<file path="config.mk">
export PLATFORM = sky130hd
export DESIGN_NAME = pwr_state_ctrl
export DESIGN_NICKNAME = d
export VERILOG_FILES = /design/src/rtl/pwr_pkg.sv /design/src/rtl/pwr_mode_fsm.sv /design/src/rtl/pwr_access.sv /design/src/rtl/pwr_wake_ctrl.sv /design/src/rtl/pwr_clk_map.sv /design/src/rtl/pwr_state_ctrl.sv
export SDC_FILE = /design/constraint.sdc
export NUM_CORES = 1
export LEC_CHECK = 0
export ABC_CLOCK_PERIOD_IN_PS = 3900
export CAP_MARGIN = 20
export CORE_ASPECT_RATIO = 0.75
export CORE_MARGIN = 5
export CORE_UTILIZATION = 43
export DETAILED_ROUTE_END_ITERATION = 10
export DONT_BUFFER_PORTS = 1
export PLACE_DENSITY = 0.62
export REMOVE_ABC_BUFFERS = 1
export SLEW_MARGIN = 20
export SYNTH_ARGS = -nofsm -noshare
export SYNTH_HDL_FRONTEND = slang
export SYNTH_SLANG_ARGS = --single-unit
</file>
<file path="constraint.sdc">
create_clock -name clk_i -period 3.9 [get_ports clk_i]
set_clock_uncertainty 0.2 [all_clocks]
set_input_delay 0.975 -clock clk_i [delete_from_list [all_inputs] [get_ports clk_i]]
set_output_delay 0.975 -clock clk_i [all_outputs]
set_load 0.005 [all_outputs]
</file>
<file path="src/rtl/pwr_pkg.sv">
package pwr_pkg;
  typedef enum logic [1:0] {
    PM_D0 = 2'b00,
    PM_D1 = 2'b01,
    PM_D2 = 2'b10
  } pm_mode_e;

  localparam int CF_MODE_LSB = 0;
  localparam int CF_READY    = 2;
  localparam int CF_WEN      = 3;
  localparam int CF_PEN      = 4;
  localparam int CF_WSTS_LSB = 5;
  localparam int CF_IEN      = 7;
  localparam int CF_W        = 8;

  localparam logic [1:0] WSTS_FRAME = 2'b10;
endpackage

</file>
<file path="src/rtl/pwr_mode_fsm.sv">
module pwr_mode_fsm import pwr_pkg::*; #(
  parameter int WAKE_DLY = 8
) (
  input  logic       clk_i,
  input  logic       rst_ni,
  input  logic       set_mode_i,
  input  logic [1:0] new_mode_i,
  input  logic       wake_req_i,
  output pm_mode_e   mode_o,
  output logic       ready_o
);
  localparam int CNT_W = $clog2(WAKE_DLY + 1);

  logic [CNT_W-1:0] cnt_q;

  always_ff @(posedge clk_i or negedge rst_ni) begin
    if (!rst_ni) begin
      mode_o  <= PM_D0;
      ready_o <= 1'b0;
      cnt_q   <= CNT_W'(WAKE_DLY);
    end else if (wake_req_i && mode_o != PM_D0) begin
      mode_o  <= PM_D0;
      ready_o <= 1'b0;
      cnt_q   <= CNT_W'(WAKE_DLY);
    end else if (set_mode_i && new_mode_i == PM_D1) begin
      mode_o  <= PM_D1;
      ready_o <= 1'b0;
    end else if (set_mode_i && new_mode_i == PM_D2) begin
      mode_o  <= PM_D2;
      ready_o <= 1'b0;
    end else if (cnt_q != '0) begin
      // clock re-enable settling window
      cnt_q <= cnt_q - CNT_W'(1);
      if (cnt_q == CNT_W'(1)) ready_o <= 1'b1;
    end
  end
endmodule

</file>
<file path="src/rtl/pwr_access.sv">
module pwr_access #(
  parameter int                ADDR_W    = 4,
  parameter logic [ADDR_W-1:0] CTRL_ADDR = '0,
  parameter logic [ADDR_W-1:0] TEST_ADDR = ADDR_W'(2)
) (
  input  logic              clk_i,
  input  logic              rst_ni,
  input  logic              rd_i,
  input  logic              wr_i,
  input  logic [ADDR_W-1:0] addr_i,
  input  logic              ready_i,
  input  logic              low_pwr_i,
  output logic              rd_ok_o,
  output logic              wr_ok_o,
  output logic              wake_req_o
);
  logic armed_q;

  assign rd_ok_o    = rd_i && (ready_i || addr_i == CTRL_ADDR);
  assign wr_ok_o    = wr_i && ready_i && armed_q;
  assign wake_req_o = wr_i && low_pwr_i && addr_i == TEST_ADDR;

  // writes stay disabled until a read lands after reset or wake
  always_ff @(posedge clk_i or negedge rst_ni) begin
    if (!rst_ni)         armed_q <= 1'b0;
    else if (wake_req_o) armed_q <= 1'b0;
    else if (rd_ok_o)    armed_q <= 1'b1;
  end
endmodule

</file>
<file path="src/rtl/pwr_wake_ctrl.sv">
module pwr_wake_ctrl import pwr_pkg::*; (
  input  logic       clk_i,
  input  logic       rst_ni,
  input  logic       wake_ev_i,
  input  logic       in_d1_i,
  input  logic       wake_en_i,
  input  logic       pme_en_i,
  input  logic       irq_en_i,
  input  logic [1:0] clr_sts_i,
  input  logic       clr_int_i,
  output logic [1:0] wake_sts_o,
  output logic       pme_int_o,
  output logic       pme_o,
  output logic       irq_o
);
  logic hit;

  assign hit   = wake_ev_i && in_d1_i;
  assign irq_o = pme_int_o && irq_en_i;

  always_ff @(posedge clk_i or negedge rst_ni) begin
    if (!rst_ni) begin
      wake_sts_o <= '0;
      pme_int_o  <= 1'b0;
      pme_o      <= 1'b0;
    end else if (hit) begin
      wake_sts_o <= WSTS_FRAME;
      pme_int_o  <= 1'b1;
      if (wake_en_i && pme_en_i) pme_o <= 1'b1;
    end else begin
      wake_sts_o <= wake_sts_o & ~clr_sts_i;
      if (clr_int_i)    pme_int_o <= 1'b0;
      if (clr_sts_i[1]) pme_o     <= 1'b0;
    end
  end
endmodule

</file>
<file path="src/rtl/pwr_clk_map.sv">
module pwr_clk_map import pwr_pkg::*; #(
  parameter int                 NUM_DOM = 3,
  parameter logic [NUM_DOM-1:0] D1_KEEP = NUM_DOM'(3)
) (
  input  pm_mode_e           mode_i,
  output logic [NUM_DOM-1:0] clk_en_o
);
  for (genvar d = 0; d < NUM_DOM; d++) begin : g_dom
    assign clk_en_o[d] = (mode_i == PM_D0) || (mode_i == PM_D1 && D1_KEEP[d]);
  end
endmodule

</file>
<file path="src/rtl/pwr_state_ctrl.sv">
module pwr_state_ctrl import pwr_pkg::*; #(
  parameter int                 ADDR_W    = 4,
  parameter int                 DATA_W    = 32,
  parameter int                 NUM_DOM   = 3,
  parameter int                 WAKE_DLY  = 8,
  parameter logic [NUM_DOM-1:0] D1_KEEP   = NUM_DOM'(3),
  parameter logic [ADDR_W-1:0]  CTRL_ADDR = ADDR_W'(0),
  parameter logic [ADDR_W-1:0]  INT_ADDR  = ADDR_W'(1),
  parameter logic [ADDR_W-1:0]  TEST_ADDR = ADDR_W'(2),
  parameter logic [DATA_W-1:0]  TEST_VAL  = DATA_W'(32'h3C5A_A5C3)
) (
  input  logic               clk_i,
  input  logic               rst_ni,
  input  logic               host_rd_i,
  input  logic               host_wr_i,
  input  logic [ADDR_W-1:0]  host_addr_i,
  input  logic [DATA_W-1:0]  host_wdata_i,
  input  logic               wake_ev_i,
  output logic               rd_valid_o,
  output logic               rd_blocked_o,
  output logic [DATA_W-1:0]  rd_data_o,
  output logic [NUM_DOM-1:0] clk_en_o,
  output logic               pme_o,
  output logic               irq_o
);
  pm_mode_e    mode_q;
  logic        ready_q;
  logic        low_pwr;
  logic        rd_ok, wr_ok, wake_req;
  logic        ctrl_hit, int_hit, test_hit, cfg_wr;
  logic        wake_en_q, pme_en_q, irq_en_q;
  logic [1:0]  wake_sts;
  logic        pme_int;
  logic [1:0]  clr_sts;
  logic        clr_int;
  logic [CF_W-1:0]   ctrl_word;
  logic [DATA_W-1:0] rd_word;

  assign low_pwr  = mode_q != PM_D0;
  assign ctrl_hit = host_addr_i == CTRL_ADDR;
  assign int_hit  = host_addr_i == INT_ADDR;
  assign test_hit = host_addr_i == TEST_ADDR;
  assign cfg_wr   = wr_ok && ctrl_hit;

  pwr_access #(
    .ADDR_W(ADDR_W), .CTRL_ADDR(CTRL_ADDR), .TEST_ADDR(TEST_ADDR)
  ) u_acc (
    .clk_i, .rst_ni,
    .rd_i(host_rd_i), .wr_i(host_wr_i), .addr_i(host_addr_i),
    .ready_i(ready_q), .low_pwr_i(low_pwr),
    .rd_ok_o(rd_ok), .wr_ok_o(wr_ok), .wake_req_o(wake_req)
  );

  pwr_mode_fsm #(.WAKE_DLY(WAKE_DLY)) u_fsm (
    .clk_i, .rst_ni,
    .set_mode_i(cfg_wr),
    .new_mode_i(host_wdata_i[CF_MODE_LSB +: 2]),
    .wake_req_i(wake_req),
    .mode_o(mode_q), .ready_o(ready_q)
  );

  pwr_clk_map #(.NUM_DOM(NUM_DOM), .D1_KEEP(D1_KEEP)) u_clk (
    .mode_i(mode_q), .clk_en_o(clk_en_o)
  );

  always_ff @(posedge clk_i or negedge rst_ni) begin
    if (!rst_ni) begin
      wake_en_q <= 1'b0;
      pme_en_q  <= 1'b0;
      irq_en_q  <= 1'b0;
    end else if (cfg_wr) begin
      wake_en_q <= host_wdata_i[CF_WEN];
      pme_en_q  <= host_wdata_i[CF_PEN];
      irq_en_q  <= host_wdata_i[CF_IEN];
    end
  end

  assign clr_sts = cfg_wr ? host_wdata_i[CF_WSTS_LSB +: 2] : 2'b00;
  assign clr_int = wr_ok && int_hit && host_wdata_i[0];

  pwr_wake_ctrl u_wake (
    .clk_i, .rst_ni,
    .wake_ev_i, .in_d1_i(mode_q == PM_D1),
    .wake_en_i(wake_en_q), .pme_en_i(pme_en_q), .irq_en_i(irq_en_q),
    .clr_sts_i(clr_sts), .clr_int_i(clr_int),
    .wake_sts_o(wake_sts), .pme_int_o(pme_int),
    .pme_o(pme_o), .irq_o(irq_o)
  );

  assign ctrl_word = {irq_en_q, wake_sts, pme_en_q, wake_en_q, ready_q, mode_q};

  always_comb begin
    rd_word = '0;
    if (ctrl_hit)      rd_word = DATA_W'(ctrl_word);
    else if (int_hit)  rd_word = DATA_W'(pme_int);
    else if (test_hit) rd_word = TEST_VAL;
  end

  always_ff @(posedge clk_i or negedge rst_ni) begin
    if (!rst_ni) begin
      rd_valid_o   <= 1'b0;
      rd_blocked_o <= 1'b0;
      rd_data_o    <= '0;
    end else begin
      rd_valid_o   <= host_rd_i;
      rd_blocked_o <= host_rd_i && !rd_ok;
      rd_data_o    <= rd_ok ? rd_word : '0;
    end
  end
endmodule

</file>
# Word-level counts from Yosys, hierarchy flattened
# Index checks and enable logic that the tools add are counted.
# W data, S select, Z words.
# totals
wordCells,82
reg_bits,49
# op_classes
n_bitwise,2
addsub,1
n_reduce_logical,32
eq_ne,9
n_mux,25
# ops
op,n
$mux W30,3
$mux W32,1
$mux W4,4
$logic_and A1 B1 Y1,15
$mux W1,12
$reduce_bool A4 Y1,3
$mux W2,5
$reduce_bool A2 Y1,5
$eq A4 B1 Y1 const B,2
$eq A2 B1 Y1 const B,2
$eq A4 B2 Y1 const B,1
$logic_not A4 Y1,1
$ne A2 B1 Y1 const B,2
$reduce_and A2 Y1,2
$sub A4 B1 Y4 const B,1
$reduce_and A3 Y1,1
$reduce_bool A3 Y1,1
$and A2 B2 Y2,1
$eq A2 B2 Y1 const B,1
$logic_not A2 Y1,1
$logic_or A1 B1 Y1,2
$ne A2 B2 Y1 const B,1
$not A2 Y2,1
$logic_not A1 Y1,1

# Logic depth before layout (Yosys ltp)
# logic_depth
depth_word,7
mapped_depth,6

# Cells and area by module
# From an unflattened synthesis, not the netlist that was laid out.
# hier_totals
hier_cells,130
area_unflattened_um2,1391.3
# modules_own_cells
module,cells_each,instances,area_per_inst_um2
pwr_state_ctrl,64,1,739.5
pwr_mode_fsm,43,1,420.4
pwr_wake_ctrl,13,1,150.1
pwr_access,7,1,66.3
pwr_clk_map,3,1,15.0

# Worst setup path after synthesis
# Ideal clock, no wire load.
# synth_timing
kind,input port to flip-flop
from,input host_addr_i[0]
to,register irq_en_q
setup_time_ps,128
t_arrival_ps,1965
cell_stages,4
setup_slack_ps,1607
cell_sequence,or3_1 -> buf_6 -> nor2_4 -> mux2_1
# synth_via
elab_chain_cells,2
# synth_lines
item,line_no,text
"start, declared",pwr_state_ctrl.sv:16,"input logic [ADDR_W-1:0] host_addr_i,"
$logic_not A4 Y1,pwr_state_ctrl.sv:40,assign ctrl_hit = host_addr_i == CTRL_ADDR;
$logic_and A1 B1 Y1,pwr_state_ctrl.sv:43,assign cfg_wr = wr_ok && ctrl_hit;
"end signal, assigned",pwr_state_ctrl.sv:74,irq_en_q <= host_wdata_i[CF_IEN];
"end, declared",pwr_state_ctrl.sv:31,"logic wake_en_q, pme_en_q, irq_en_q;"
# No other way between the ends.
# A chain may end at the register's enable or synchronous reset.

# Worst setup path after layout
# layout_timing
from,input host_addr_i[0]
to,register pme_en_q
# layout_via
elab_chain_cells,2
# layout_lines
item,line_no,text
$logic_not A4 Y1,pwr_state_ctrl.sv:40,
$logic_and A1 B1 Y1,pwr_state_ctrl.sv:43,
"end signal, assigned",pwr_state_ctrl.sv:73,pme_en_q <= host_wdata_i[CF_PEN];
"end, declared",pwr_state_ctrl.sv:31,
# No other way between the ends.

==> impl_metrics.py <==
metrics = {
    "routing": {
        "drt_iter0_markers": 40,
        "routed_wl_mm": 2.64,
        "first_pass_iters": 4,
        "vias_per_cell": 5.51,
        "wl_per_cell_um": 16.1,
        "vias": 904,
        "antenna_left": 0,
        "remaining_drc_errors": 0,
    },
    "setup_path": {
        "path_buf_inv": 0,
        "max_stage_delay_ns": 0.57,
        "cp.arrival_ns": 2.17,
        "path_delay_family": "simple AND/OR/NAND/NOR gates",
        "crit_slowest_cell": "or3_1",
        "worstSetupStartpointType": "primary input",
        "path_class": "primary input to register",
        "endpoint_kind": "register",
        "required_ns": 3.86,
        "worstPathMaxFanout": 10,
        "worstPathCellList": "or3_1 > nor2_4 > mux2_1",
    },
    "floorplan": {
        "chipWidth_um": 75.8,
        "fp-row-count": 17,
        "fp.dieH_um": 59.3,
        "initial_core_util_pct": 46.2,
        "core-area_um2": 3020,
        "dieArea_um2": 4500,
        "num_io_pins": 80,
    },
    "run": {
        "maxCapViolCount": 0,
    },
    "sta": {
        "period_minus_slack_ns": 2.21,
        "fin_crit_sh_pct": 56.6,
        "max_slew.worst_pin.slew_ns": 0.551,
        "rsz0062_at_grt": "false",
        "slew_violations": 0,
        "fin_setup_tns_ns": 0,
        "setup_viol": 0,
        "hold_violations": 0,
        "maxSlewHeadroom_pct": 63.3,
        "fmax_mhz": 453,
    },
    "logic_synthesis": {
        "ys_async_sr_fraction_pct": 100,
        "synth_ff_type": "dfrtp_1",
        "synth_edf_count": 0,
        "yosys.cell_types.count": 43,
        "avgSynthCellArea_um2": 10.1,
        "netlist_area_um2": 1400,
        "ys_ff_latch": 26,
        "syn_inst": 138,
        "synth_warnings": 0,
        "ys_seq_area_share_pct": 46.7,
    },
    "finish": {
        "final_cell_mix": "dfrtp_1, conb_1, nor2_1",
        "post-route-util_pct": 44.9,
        "area_delta_synth_final_pct": -2.87,
        "drive_gt1_share_pct": 7.14,
        "layout_commonest_cell": "dfrtp_1",
        "fill_cells": 287,
        "diodes": 0,
        "nets": 171,
    },
    "clocking": {
        "hold_buffers": 0,
        "cts_made_buffers": 3,
        "insertion_delay_ns": 0.27,
        "cts-resized-gates": 0,
        "cts_tree": "built",
        "cts_root_buf": "clkbuf_8",
        "cts.clk_slew.worst_paths_ns": 0.09,
        "cts_buffer_depth": 2,
        "cts_sinks": 26,
        "htreeDepth": 1,
        "post_cts_buffers": 0,
    },
    "placed_design": {
        "gp_congestion": 0.791,
        "numPortBuffers": 0,
        "hpwl_mm": 2.06,
    },
    "grt": {
        "busiest_layer": "met1",
        "antenna_found_initial": 0,
        "grtUsageTotal_pct": 12.2,
        "grt_first_pass_wirelength_mm": 4.12,
        "grt_pass1_vias": 839,
        "met3_usage_pct": 6.78,
        "gr-usage-met2_pct": 16.6,
        "gr-usage-met1_pct": 17.2,
        "gr-total-overflow": 0,
        "grt_max_degree": 27,
    },
    "power_and_ir_drop": {
        "vdd_drop_max_mv": 0.315,
        "power.density_nw_per_um2": 579,
        "p_leak_nw": 0.606,
    },
    "run_status": {
        "status": "finished clean",
    },
    "worst_hold_path": {
        "hp-class": "primary input to asynchronous set/reset pin",
    },
}
per-stage QoR:
stage               power [mW]  cells  hold WS [ns]  instance area (um^2)  setup slack [ns]
CTS                      0.787    164         0.179                  1360              1.68
global placement         0.553    160         0.278                  1280              1.44
global route             0.831    164         0.169                  1360              1.56
floorplan                0.519    122         0.250                  1240              1.56
finish                   0.784    164         0.184                  1360              1.69
detailed placement       0.564    160         0.286                  1280              1.39
cells by family after synthesis:
logic type      share of synthesized area [%]
other cells                             0.269
xor+xnor                                0.628
simple gates                             18.1
mux                                      2.42
buf+inv                                  15.7
compound gates                           13.5
fa+ha+maj                                2.69
flops                                    46.7
routing by layer:
metal | share of wire [%] | vias up
li1 | - | 423
met1 | 45 | 429
met2 | 41 | 52
met3 | 14 | 0
met4 | 0 | 0
met5 | 0 | -
where the power goes:
part	internal, mW	total (mW)	switching, mW
combinational	0.0797	0.167	0.0874
sequential	0.332	0.392	0.0601
clock	0.137	0.225	0.0872
total	0.549	0.784	0.235
Yosys cell counts, types with 2 or more instances:
cell,instances,area [um^2]
a31oi_1,6,37.5
nor3b_1,2,15.0
o21ai_0,2,10.0
a21oi_1,7,35.0
nand3_1,2,10.0
nand2b_1,3,18.8
ha_1,3,37.5
dfrtp_1,25,626
nand2_1,6,22.5
and2_1,5,31.3
o21ai_1,3,15.0
inv_1,5,18.8
a211oi_1,2,15.0
mux2_1,3,33.8
nor3_1,2,10.0
buf_4,24,180
nor2_1,11,41.3
and3_1,2,12.5
final cells by class:
type	count	area, um^2	area share (%)
flip-flops and latches	26	652	48.1
multi-input cells	91	566	41.7
well taps	38	47.5	3.51
clock buffers	3	41.3	3.05
clock inverters	1	30.0	2.22
inverters	5	18.8	1.39
worst paths after layout:
| path | startpoint | to | slack [ns] | depth (start not counted) |
|---|---|---|---|---|
| worst max-delay path | host_addr_i[0] | pme_en_q | 1.69 | 3 |
| worst min-delay path | rst_ni | rd_data_o[0] | 0.18 | 0 |
| worst max register to register | u_fsm.cnt_q[0] | u_fsm.cnt_q[2] | 2.08 | 6 |
| worst min register to register | u_wake.wake_sts_o[1] | u_wake.wake_sts_o[1] | 0.30 | 1 |
| max in group asynchronous | rst_ni | u_fsm.cnt_q[3] | 3.14 | 0 |
| min in group clk_i | u_wake.wake_sts_o[1] | u_wake.wake_sts_o[1] | 0.30 | 1 |
registers in the layout, indices dropped and copies added (netlist names):
| name | count |
|---|---|
| u_acc.armed_q | 1 |
| u_wake.pme_int_o | 1 |
| u_fsm.cnt_q | 4 |
| wake_en_q | 1 |
| u_fsm.ready_o | 1 |
| rd_data_o | 9 |
| pme_en_q | 1 |
| u_fsm.mode_o | 2 |
| rd_blocked_o | 1 |
| rd_valid_o | 1 |
| u_wake.pme_o | 1 |
| irq_en_q | 1 |
| u_wake.wake_sts_o | 2 |
worst reg2reg max path, stage by stage, from the launching register on:
cell     delay [ns]
dfrtp_1        0.43
inv_1          0.10
ha_1           0.19
or3b_2         0.46
a21oi_1        0.15
a31oi_1        0.05
o311a_1        0.13
Note: power is estimated with default switching activity, not from simulation.
